### src/rtl/lpb_pkg.sv
package lpb_pkg;

    localparam int IDX_W     = 5;
    localparam int BANK_BASE = 12;
    localparam int BANK_N    = 12;

    localparam logic [IDX_W-1:0] IX_CTRL   = 5'd0;
    localparam logic [IDX_W-1:0] IX_STAT   = 5'd1;
    localparam logic [IDX_W-1:0] IX_PIX    = 5'd2;
    localparam logic [IDX_W-1:0] IX_SKIP   = 5'd3;
    localparam logic [IDX_W-1:0] IX_CMD    = 5'd4;
    localparam logic [IDX_W-1:0] IX_PARAM  = 5'd5;
    localparam logic [IDX_W-1:0] IX_DATA   = 5'd6;
    localparam logic [IDX_W-1:0] IX_RDDAT  = 5'd7;
    localparam logic [IDX_W-1:0] IX_RDCMD  = 5'd8;
    localparam logic [IDX_W-1:0] IX_SYS    = 5'd9;
    localparam logic [IDX_W-1:0] IX_VSYNC  = 5'd10;
    localparam logic [IDX_W-1:0] IX_HSYNC  = 5'd11;

    typedef enum logic [1:0] {
        SQ_IDLE   = 2'd0,
        SQ_STROBE = 2'd1,
        SQ_GAP    = 2'd2
    } seq_st_e;

    // bank slot k: 0..1 configuration, 2..5 timing pairs, 6..11 data-cycle words
    function automatic logic [31:0] bank_mask(input int k);
        if (k < 2)           return 32'h003F_1FFF;
        else if (k < 6)      return (k % 2 == 0) ? 32'h3FFF_FFFF : 32'h0FFF_FFFF;
        else                 return 32'h0F1F_0F1F;
    endfunction

    function automatic logic [31:0] bank_init(input int k);
        return (k < 2) ? 32'h0031_0000 : 32'h0;
    endfunction

endpackage

### src/rtl/lpb_cfgbank.sv
module lpb_cfgbank #(
    parameter int N_REGS = 12,
    parameter int DW     = 32,
    localparam int KW    = $clog2(N_REGS)
) (
    input  logic                      clk,
    input  logic                      rst_n,
    input  logic                      clr,
    input  logic                      wr_en,
    input  logic [KW-1:0]             wr_k,
    input  logic [DW-1:0]             wdata,
    output logic [N_REGS-1:0][DW-1:0] vals
);
    import lpb_pkg::*;

    for (genvar k = 0; k < N_REGS; k++) begin : g_slot
        localparam logic [DW-1:0] MASK = DW'(bank_mask(k));
        localparam logic [DW-1:0] INIT = DW'(bank_init(k));
        logic [DW-1:0] val_d, val_q;

        always_comb begin
            val_d = val_q;
            if (clr)
                val_d = INIT;
            else if (wr_en && wr_k == KW'(k))
                val_d = wdata & MASK;
        end

        always_ff @(posedge clk or negedge rst_n) begin
            if (!rst_n) val_q <= INIT;
            else        val_q <= val_d;
        end

        assign vals[k] = val_q;
    end

endmodule

### src/rtl/lpb_seq.sv
module lpb_seq #(
    parameter int STROBE_CYC = 3,
    localparam int CNT_W     = $clog2(STROBE_CYC + 1)
) (
    input  logic        clk,
    input  logic        rst_n,
    input  logic        go,
    input  logic        go_rd,
    input  logic        go_dc,
    input  logic [1:0]  go_cs,
    input  logic        go_two,
    input  logic [31:0] go_data,
    output logic        idle,
    output logic [15:0] rx_data,
    output logic [1:0]  bus_cs,
    output logic        bus_dc,
    output logic        bus_wr,
    output logic        bus_rd,
    output logic [15:0] bus_dout,
    input  logic [15:0] bus_din
);
    import lpb_pkg::*;

    typedef struct packed {
        seq_st_e          st;
        logic [CNT_W-1:0] cnt;
        logic             beat;
        logic             rd;
        logic             dc;
        logic [1:0]       cs;
        logic             two;
        logic [31:0]      data;
        logic [15:0]      rx;
    } seq_t;

    seq_t d, q;

    always_comb begin
        d = q;
        case (q.st)
            SQ_IDLE: begin
                if (go) begin
                    d.st   = SQ_STROBE;
                    d.cnt  = '0;
                    d.beat = 1'b0;
                    d.rd   = go_rd;
                    d.dc   = go_dc;
                    d.cs   = go_cs;
                    d.two  = go_two;
                    d.data = go_data;
                end
            end
            SQ_STROBE: begin
                if (q.cnt == CNT_W'(STROBE_CYC - 1)) begin
                    if (q.rd) d.rx = bus_din;
                    if (q.two && !q.beat) begin
                        d.st   = SQ_GAP;
                        d.beat = 1'b1;
                    end else begin
                        d.st = SQ_IDLE;
                    end
                end else begin
                    d.cnt = q.cnt + 1'b1;
                end
            end
            SQ_GAP: begin
                d.st  = SQ_STROBE;
                d.cnt = '0;
            end
            default: d.st = SQ_IDLE;
        endcase
    end

    always_ff @(posedge clk or negedge rst_n) begin
        if (!rst_n) q <= '0;
        else        q <= d;
    end

    assign idle     = (q.st == SQ_IDLE);
    assign rx_data  = q.rx;
    assign bus_cs   = idle ? 2'b00 : q.cs;
    assign bus_dc   = idle ? 1'b0 : q.dc;
    assign bus_wr   = (q.st == SQ_STROBE) && !q.rd;
    assign bus_rd   = (q.st == SQ_STROBE) && q.rd;
    assign bus_dout = q.rd ? 16'h0 : (q.beat ? q.data[31:16] : q.data[15:0]);

    p_one_strobe_r6: assert property (@(posedge clk) disable iff (!rst_n)
        !(bus_wr && bus_rd));
    p_strobe_has_cs_r3: assert property (@(posedge clk) disable iff (!rst_n)
        (bus_wr || bus_rd) |-> (bus_cs != 2'b00));
    p_read_one_chip_r5: assert property (@(posedge clk) disable iff (!rst_n)
        bus_rd |-> $onehot(bus_cs));
    p_idle_quiet_r6: assert property (@(posedge clk) disable iff (!rst_n)
        idle |-> (!bus_wr && !bus_rd && bus_cs == 2'b00));

endmodule

### src/rtl/lpb_ctrl.sv
module lpb_ctrl #(
    parameter int STROBE_CYC = 3,
    parameter int PIX_W      = 32
) (
    input  logic        clk,
    input  logic        rst_n,
    input  logic        reg_wr,
    input  logic [4:0]  reg_idx,
    input  logic [31:0] reg_wdata,
    output logic [31:0] reg_rdata,
    output logic        reg_ready,
    input  logic        disp_out_en,
    output logic        frame_done,
    output logic [1:0]  bus_cs,
    output logic        bus_dc,
    output logic        bus_wr,
    output logic        bus_rd,
    output logic [15:0] bus_dout,
    input  logic [15:0] bus_din
);
    import lpb_pkg::*;

    localparam int KW = $clog2(BANK_N);

    typedef struct packed {
        logic [3:0]       ctrl;
        logic [PIX_W-1:0] pix;
        logic [10:0]      skip;
        logic [4:0]       sys;
        logic [15:0]      vs;
        logic [15:0]      hs;
        logic             busy;
        logic             done;
    } ctl_t;

    ctl_t d, q;

    logic                    seq_idle, wr_acc, in_bank, soft_clr, decr;
    logic                    go, go_rd, go_dc, go_two;
    logic [1:0]              go_cs, wr_cs, rd_cs;
    logic [15:0]             rx_data;
    logic [BANK_N-1:0][31:0] bank;
    logic [KW-1:0]           bank_k;
    logic                    cfg_ok;

    assign wr_acc   = reg_wr && seq_idle;
    assign in_bank  = (reg_idx >= 5'(BANK_BASE)) && (reg_idx < 5'(BANK_BASE + BANK_N));
    assign bank_k   = KW'(reg_idx - 5'(BANK_BASE));
    assign soft_clr = wr_acc && reg_idx == IX_SYS && reg_wdata[1];
    assign cfg_ok   = ((bank[0][3:2] & bank[1][3:2]) == 2'b00);
    assign wr_cs    = q.ctrl[3:2];
    assign rd_cs    = q.ctrl[2] ? 2'b01 : (q.ctrl[3] ? 2'b10 : 2'b00);

    always_comb begin
        d      = q;
        d.done = 1'b0;
        go     = 1'b0;
        go_rd  = 1'b0;
        go_dc  = 1'b0;
        go_two = 1'b0;
        go_cs  = 2'b00;
        decr   = 1'b0;
        if (wr_acc) begin
            case (reg_idx)
                IX_CTRL: begin
                    d.ctrl = reg_wdata[3:0];
                    if (reg_wdata[4] && cfg_ok && reg_wdata[0] && !reg_wdata[1]
                        && !q.busy && disp_out_en) begin
                        if (q.pix == '0) d.done = 1'b1;
                        else             d.busy = 1'b1;
                    end
                end
                IX_PIX:   d.pix  = reg_wdata[PIX_W-1:0];
                IX_SKIP:  d.skip = reg_wdata[10:0];
                IX_VSYNC: d.vs   = reg_wdata[15:0];
                IX_HSYNC: d.hs   = reg_wdata[15:0];
                IX_SYS: begin
                    if (reg_wdata[1]) begin
                        d.ctrl = 4'h2;
                        d.pix  = '0;
                        d.skip = '0;
                        d.vs   = '0;
                        d.hs   = '0;
                        d.busy = 1'b0;
                    end
                    d.sys = {reg_wdata[4:3], 2'b00, reg_wdata[0]};
                end
                IX_CMD, IX_PARAM, IX_DATA: begin
                    go     = (wr_cs != 2'b00);
                    go_cs  = wr_cs;
                    go_dc  = (reg_idx != IX_CMD);
                    go_two = (reg_idx == IX_DATA);
                    decr   = (reg_idx == IX_DATA);
                end
                IX_RDDAT, IX_RDCMD: begin
                    go    = (rd_cs != 2'b00);
                    go_cs = rd_cs;
                    go_rd = 1'b1;
                    go_dc = (reg_idx == IX_RDDAT);
                    decr  = 1'b1;
                end
                default: ;
            endcase
        end
        if (decr) begin
            d.pix = q.pix - 1'b1;
            if (q.pix == PIX_W'(1) && q.busy) begin
                d.busy = 1'b0;
                d.done = 1'b1;
            end
        end
    end

    always_ff @(posedge clk or negedge rst_n) begin
        if (!rst_n) begin
            q      <= '0;
            q.ctrl <= 4'h2;
        end else begin
            q <= d;
        end
    end

    always_comb begin
        reg_rdata = 32'h0;
        case (reg_idx)
            IX_CTRL:            reg_rdata = {28'h0, q.ctrl};
            IX_STAT:            reg_rdata = {23'h0, q.busy, 8'h01};
            IX_PIX:             reg_rdata = 32'(q.pix);
            IX_SKIP:            reg_rdata = {21'h0, q.skip};
            IX_RDDAT, IX_RDCMD: reg_rdata = {16'h0, rx_data};
            IX_SYS:             reg_rdata = {27'h0, q.sys};
            IX_VSYNC:           reg_rdata = {16'h0, q.vs};
            IX_HSYNC:           reg_rdata = {16'h0, q.hs};
            default:            if (in_bank) reg_rdata = bank[bank_k];
        endcase
    end

    lpb_cfgbank #(.N_REGS(BANK_N), .DW(32)) u_bank (
        .clk   (clk),
        .rst_n (rst_n),
        .clr   (soft_clr),
        .wr_en (wr_acc && in_bank),
        .wr_k  (bank_k),
        .wdata (reg_wdata),
        .vals  (bank)
    );

    lpb_seq #(.STROBE_CYC(STROBE_CYC)) u_seq (
        .clk      (clk),
        .rst_n    (rst_n),
        .go       (go),
        .go_rd    (go_rd),
        .go_dc    (go_dc),
        .go_cs    (go_cs),
        .go_two   (go_two),
        .go_data  (reg_wdata),
        .idle     (seq_idle),
        .rx_data  (rx_data),
        .bus_cs   (bus_cs),
        .bus_dc   (bus_dc),
        .bus_wr   (bus_wr),
        .bus_rd   (bus_rd),
        .bus_dout (bus_dout),
        .bus_din  (bus_din)
    );

    assign reg_ready  = seq_idle;
    assign frame_done = q.done;

    p_pix_hold_r6: assert property (@(posedge clk) disable iff (!rst_n)
        !(reg_wr && reg_ready) |=> $stable(q.pix));
    p_start_legal_r7: assert property (@(posedge clk) disable iff (!rst_n)
        $rose(q.busy) |-> (q.ctrl[0] && !q.ctrl[1]));
    p_end_pulses_r8: assert property (@(posedge clk) disable iff (!rst_n)
        $fell(q.busy) && !$past(soft_clr) |-> frame_done);

endmodule

### config.mk
export PLATFORM = sky130hd
export DESIGN_NAME = lpb_ctrl
export DESIGN_NICKNAME = d
export VERILOG_FILES = /design/src/rtl/lpb_pkg.sv /design/src/rtl/lpb_cfgbank.sv /design/src/rtl/lpb_seq.sv /design/src/rtl/lpb_ctrl.sv
export SDC_FILE = /design/constraint.sdc
export NUM_CORES = 1
export LEC_CHECK = 0
export ABC_AREA = 1
export ABC_CLOCK_PERIOD_IN_PS = 2600
export BUFFER_PORTS_ARGS = -buffer_cell sky130_fd_sc_hd__buf_4
export CORE_MARGIN = 2
export CORE_UTILIZATION = 56
export CTS_CLUSTER_SIZE = 24
export DETAILED_ROUTE_END_ITERATION = 12
export PLACE_DENSITY = 0.84
export REMOVE_ABC_BUFFERS = 1
export SETUP_SLACK_MARGIN = 0.4
export SYNTH_ARGS = -nofsm -noshare
export SYNTH_HDL_FRONTEND = slang
export SYNTH_HIERARCHICAL = 1
export SYNTH_SLANG_ARGS = --single-unit
### constraint.sdc
create_clock -name clk -period 2.6 [get_ports clk]
set_clock_uncertainty 0.2 [all_clocks]
set_input_delay 0.13 -clock clk [delete_from_list [all_inputs] [get_ports clk]]
set_output_delay 0.13 -clock clk [all_outputs]
set_load 0.02 [all_outputs]
======== After elaboration in Yosys (flattened, before gate mapping) ========
Cells that the tools add are included.
W data, S select, Z words.
storage, ports and cells
  register bits after elaboration ......... 526
  output and inout port bits .............. 55
cells by class
  reduce and logical (&&, ||, !) cells .... 70
  bitwise logic cells ..................... 1
  magnitude comparators ................... 3
  equal/unequal tests ..................... 33
  muxes and demuxes ....................... 72
  $add $sub $neg .......................... 3
operator list
  operator                 number
  $mux W32                 27
  $pmux W32 S8             1
  $bmux W32 S4             1
  $mux W82                 1
  $pmux W16 S2             2
  $pmux W32 S2             1
  $mux W47                 1
  $mux W42                 1
  $reduce_bool A2 Y1       20
  $mux W33                 1
  $eq A32 B1 Y1 const B    1
  $logic_not A32 Y1        1
  $mux W16                 2
  $sub A32 B1 Y32 const B  1
  $logic_and A1 B1 Y1      26
  $pmux W11 S2             1
  $reduce_and A3 Y1        7
  $eq A5 B3 Y1 const B     4
  $eq A5 B4 Y1 const B     4
  $mux W2                  10
  $eq A4 B3 Y1 const B     4
  $eq A4 B4 Y1 const B     4
  $mux W1                  13
  $pmux W2 S3              2
  29 further kinds         46

======== Logic depth before layout (Yosys ltp) ========
  depth in word-level cells ............... 12
  depth in mapped cells ................... 17
  gate-level depth less buffers ........... 13

======== Hierarchy ========
Netlist, hierarchy kept.
modules (own cells, without submodules)
  module       cells each  times used  area an instance (sq um)
  lpb_cfgbank  1,361       1           11,644.9
  lpb_ctrl     1,514       1           8,699.6
  lpb_seq      336         1           2,713.9

======== Worst setup path before layout ========
OpenSTA, ideal clock, no wires.
  path type ............................... input to register
  start point ............................. input reg_idx[2]
  end point ............................... register u_bank.g_slot[2].val_q[10]
  arrival ................................. 2.771 ns
  stages .................................. 15
  path slack .............................. -0.489 ns
  data required time ...................... 2.282 ns
  library setup time ...................... 0.118 ns
  path through ............................ clkbuf_1 inv_1 clkbuf_1 clkbuf_1 ha_1 nand2_1 nor2_2 buf_2 nand2_1 nor2_1 clkinv_1 clkbuf_1 buf_1 nand3_1 nand2_1
on the way
  elaborated cells on any way between the ends .. 12
RTL lines
  element                       line               source
  from (decl)                   lpb_ctrl.sv:8      input logic [4:0] reg_idx,
  $sub A4 B4 Y4                 lpb_ctrl.sv:48     assign bank_k = KW'(reg_idx - 5'(BANK_BASE));
  named net bank_k[2]           lpb_ctrl.sv:43     logic [KW-1:0] bank_k;
  $eq A4 B2 Y1                  lpb_cfgbank.sv:25  else if (wr_en && wr_k == KW'(k))
  $logic_and A1 B1 Y1           lpb_cfgbank.sv:25
  $reduce_bool A2 Y1 (no line)  -
  to (signal assigned)          lpb_cfgbank.sv:31  else val_q <= val_d;
  to (decl)                     lpb_cfgbank.sv:19  logic [DW-1:0] val_d, val_q;
The timed path passes the listed nets, and every way through them passes these cells.
A chain may end at the register's enable or synchronous reset.

======== Final worst setup path ========
  start point ............................. input reg_idx[2]
  end point ............................... output reg_rdata[6]
on the way
  word-level cells in the longest chain between the ends .. 5
  elaborated cells on any way between the ends .. 18
ends and longest elaborated chain
  element                         line             source
  $sub A4 B4 Y4                   lpb_ctrl.sv:48
  $bmux W32 S4                    lpb_ctrl.sv:134  default: if (in_bank) reg_rdata = bank[bank_k];
  $mux W32 (implied by the code)  lpb_ctrl.sv:134
  $mux W32                        lpb_ctrl.sv:134
  $pmux W32 S8 *                  lpb_ctrl.sv:125  case (reg_idx)
  to (decl)                       lpb_ctrl.sv:10   output logic [31:0] reg_rdata,
Mark *: on every way between the ends. The rest lies on a longest branch, timed or not. The select of a mux whose other input is x is not followed.

==> results by group <==
Outcome
  – Status: complete, no violations

Die
  – # IOs: ~110
  – Die H: ~210 um
  – Die Wd: around 210 um
  – Core area: slightly above 40000 sq um
  – Cell row count: between 70 and 80
  – DIE AREA: ~43000 sq um
  – Initial Util: 0.566

Worst hold path
  – Worst hold path depth: 6
  – Beginning of the worst hold path: reg_idx[4]
  – Hold Path Class: input pin to register
  – Hold Path Sink: frame_done

Global routing
  – Vias in the first global route: 21400
  – Tot GR Track Use: 0.358
  – Pin count of the biggest net entering global routing: 78
  – Grt total ovfl: 0
  – Initial antenna violation count: 1
  – First-pass GRT wire length: 119000 um

Timing
  – Final setup fails: 0
  – Maximum clock rate: around 0.44 GHz
  – Fin Hold WS: approximately 35 ps
  – Least-Margin Pin Slew: 610 ps
  – Final Cycle Share: 0.880
  – Slew Viols, Final: 0
  – Slew HR: 0.592
  – Number of failing hold endpoints at the final stage: 0
  – RSZ-0062 raised after global routing: true
  – Min Tclk post-route: 2290 ps

Setup path
  – Critical path arrival: 1960 ps
  – R2R depth: 11
  – Reg-to-reg slack, setup: around 430 ps
  – Critical R2R Launch: u_seq/q[56]
  – Required time of the critical path: between 2000 and 2500 ps
  – RR Endpoint: u_bank/g_slot[1].val_q[21]
  – CP startpoint kind: input pin
  – WS Path Type: input pin to output pin
  – Crit end category: output pin
  – Crit path max fanout: 7

Power and ir drop
  – Net Sw Frac: 0.365
  – Switch Pwr: 8500 uW
  – Internal Power: ~15000 uW
  – Comb pwr share: 0.304
  – Clk network pwr share: 0.270
  – Worst vdd ir: about 430 uV
  – Pleak: 0.0143 uW
  – Power Dens Cells: roughly 850 nW/um^2
  – Flop pwr share: 0.426

Route
  – Vias: 23400
  – DR DRC count: 0
  – Post-route ant nets: 0
  – Wire length on met3: roughly 10000 um
  – Met1 WL: slightly below 30000 um
  – Met2 WL: approximately 35000 um
  – DRT Pass-1 Iters: 6
  – Detailed Route WL: ~80000 um
  – Avg Vias per Cell: approximately 6
  – Initial DRC count: approximately 3400
  – Wire per inst: 20.3 um
  – Top layer in use: met4

Place
  – DP Wirelength: slightly below 50000 um
  – Placer congestion estimate: 0.982
  – I/O Buffers: about 110
  – Placed cell areas: between 20000 and 25000 sq um
  – Placed insts: ~3800

Clock tree
  – TritonCTS buffer count: 42
  – Clk_lat worst skew: about 560 ps
  – Max clock buf depth: 3
  – CTS tree: done
  – H-tree Lvls: 2
  – CTS Root Cell: clkbuf_16
  – CTS Sinks: around 400
  – Clk slew on worst S/H paths: about 60 ps

Synth
  – Ys Warns: 6
  – Cell area after synthesis: between 20000 and 25000 sq um
  – Cell variety after synth: 43
  – Yosys reg bits: 404
  – Sequential area share after synthesis: 0.439
  – Post-Synthesis Cells: roughly 3200
  – Syn_area_per_cell: ~7.2 sq um

Layout
  – Area growth from synthesis to layout: 18.7%
  – Most frequent cells in the layout: 1080 x nand2_1, 396 x dfrtp_1, 380 x nand3_1, 237 x nor2_1, 195 x buf_4
  – Share of cells above drive strength 1: 0.158
  – Design area: 27400 sq um
  – Final Non-Filler Cells: between 3000 and 4000
  – Fill cells: about 3200
  – Final net count: 3427
  – Most common cell after layout, fill and taps aside: nand2_1

Run
  – Max-cap check violation count: 0
flip-flops by register name (all words and copies together) (netlist names):
register	cells
u_seq/q	42
u_bank/g_slot.val_q	262
q	83
frame_done	1
u_seq/rx_data	16
cell families (layout without fill, tap and decap cells):
| family | after synthesis | in the layout | share of synthesized area |
|---|---|---|---|
| AOI/OAI and AO/OA | 363 | 363 | 0.0882 |
| xor gates and xnor gates | 2 | 2 | 0.000760 |
| adders and majority gates | 8 | 8 | 0.00434 |
| buffers and inverters | 525 | 585 | 0.115 |
| DFF | 404 | 404 | 0.439 |
| other | 1 | 124 | 0.000163 |
| and+or+nand+nor | 1908 | 1908 | 0.352 |
metal layers:
layer	vias up	global-route usage
li1	10400	-
met1	10900	0.497
met2	1733	0.530
met3	315	0.0710
met4	0	0.197
met5	-	0
worst max-delay path: stages:
cell	delay, ps
buf_8	110
inv_2	50
ha_2	180
inv_1	90
nor2_2	70
inv_2	80
o21ai_2	70
nor3_4	280
buf_6	150
buf_12	140
nand4_1	290
nand2_1	170
buf_6	130
metrics by stage:
step | total power [uW] | setup TNS, ps | worst slack [ps] | utilization
2_1_floorplan | 13900 | -2175750 | -7280 | -
3_3_place_gp | 16000 | 0 | 53.9 | 0.597
3_5_place_dp | 16300 | 0 | 68.1 | 0.597
4_1_cts | 22700 | 0 | 314 | 0.658
5_1_grt | 24500 | 0 | 286 | 0.672
6_report | 23300 | 0 | 313 | 0.672
final cells by class:
class	instances	area (sq um)	area share
Clock buffer	58	1200	0.0439
Timing Repair Buffer	322	3300	0.121
Clock inverter	16	203	0.00741
Multi-Input combinational cell	2403	11100	0.406
Inverter	189	746	0.0273
Antenna cell	2	5.00	0.000183
Sequential cell	404	10100	0.370
Tap cell	532	666	0.0243
power groups by stage:
| stage | registers, uW | logic (uW) | clock network [uW] |
|---|---|---|---|
| after floorplan | 9470 | 4380 | 0 |
| after global placement | 9810 | 6190 | 0 |
| after detailed placement | 9870 | 6380 | 0 |
| after CTS | 9820 | 6660 | 6270 |
| after global routing | 10100 | 7850 | 6560 |
| final | 9920 | 7090 | 6280 |
cell usage after synthesis (all sizes together):
library cell     n  share of area
a211oi          11         0.0036
a21oi           36         0.0080
a22o            10         0.0038
a22oi            2        0.00065
buf            238          0.068
clkbuf          98          0.016
clkinv           2        0.00033
conb             1        0.00016
dfrtp          397           0.43
dfstp            7         0.0080
ha               8         0.0043
inv            187          0.030
nand2         1107           0.18
nand3          399          0.088
nand3b           7         0.0023
nand4           56          0.015
nor2           274          0.048
nor3            13         0.0030
o2111ai          4         0.0015
o211ai           5         0.0016
o21a             1        0.00033
o21ai          225          0.049
o21bai           4         0.0013
o221ai           9         0.0034
o22ai           56          0.015
or2             52          0.014
xor2             2        0.00076
worst max-delay path by stage:
| stage | cells past startpoint | slack [ps] | startpoint | to |
|---|---|---|---|---|
| CTS | 6 | 310 | u_bank/g_slot[8].val_q[4] | reg_rdata[4] |
| global route | 12 | 290 | reg_idx[3] | reg_rdata[7] |
| finish | 13 | 310 | reg_idx[2] | reg_rdata[6] |
| detailed placement | 14 | 70 | reg_idx[0] | u_bank/g_slot[5].val_q[20] |
| floorplan | 9 | -7280 | u_seq/q[56] | u_bank/g_slot[0].val_q[16] |
| global placement | 14 | 50 | reg_idx[0] | u_bank/g_slot[5].val_q[9] |
repair_timing:
item,4_1_cts,5_1_grt
cloned,6,7
setup buffers,10,13
pin swaps,17,28
hold buffers,55,0
setup endpoints to repair,356,373
gates resized for setup,85,101
hold endpoints to repair,769,0
Note: power is estimated with default switching activity, not from simulation.
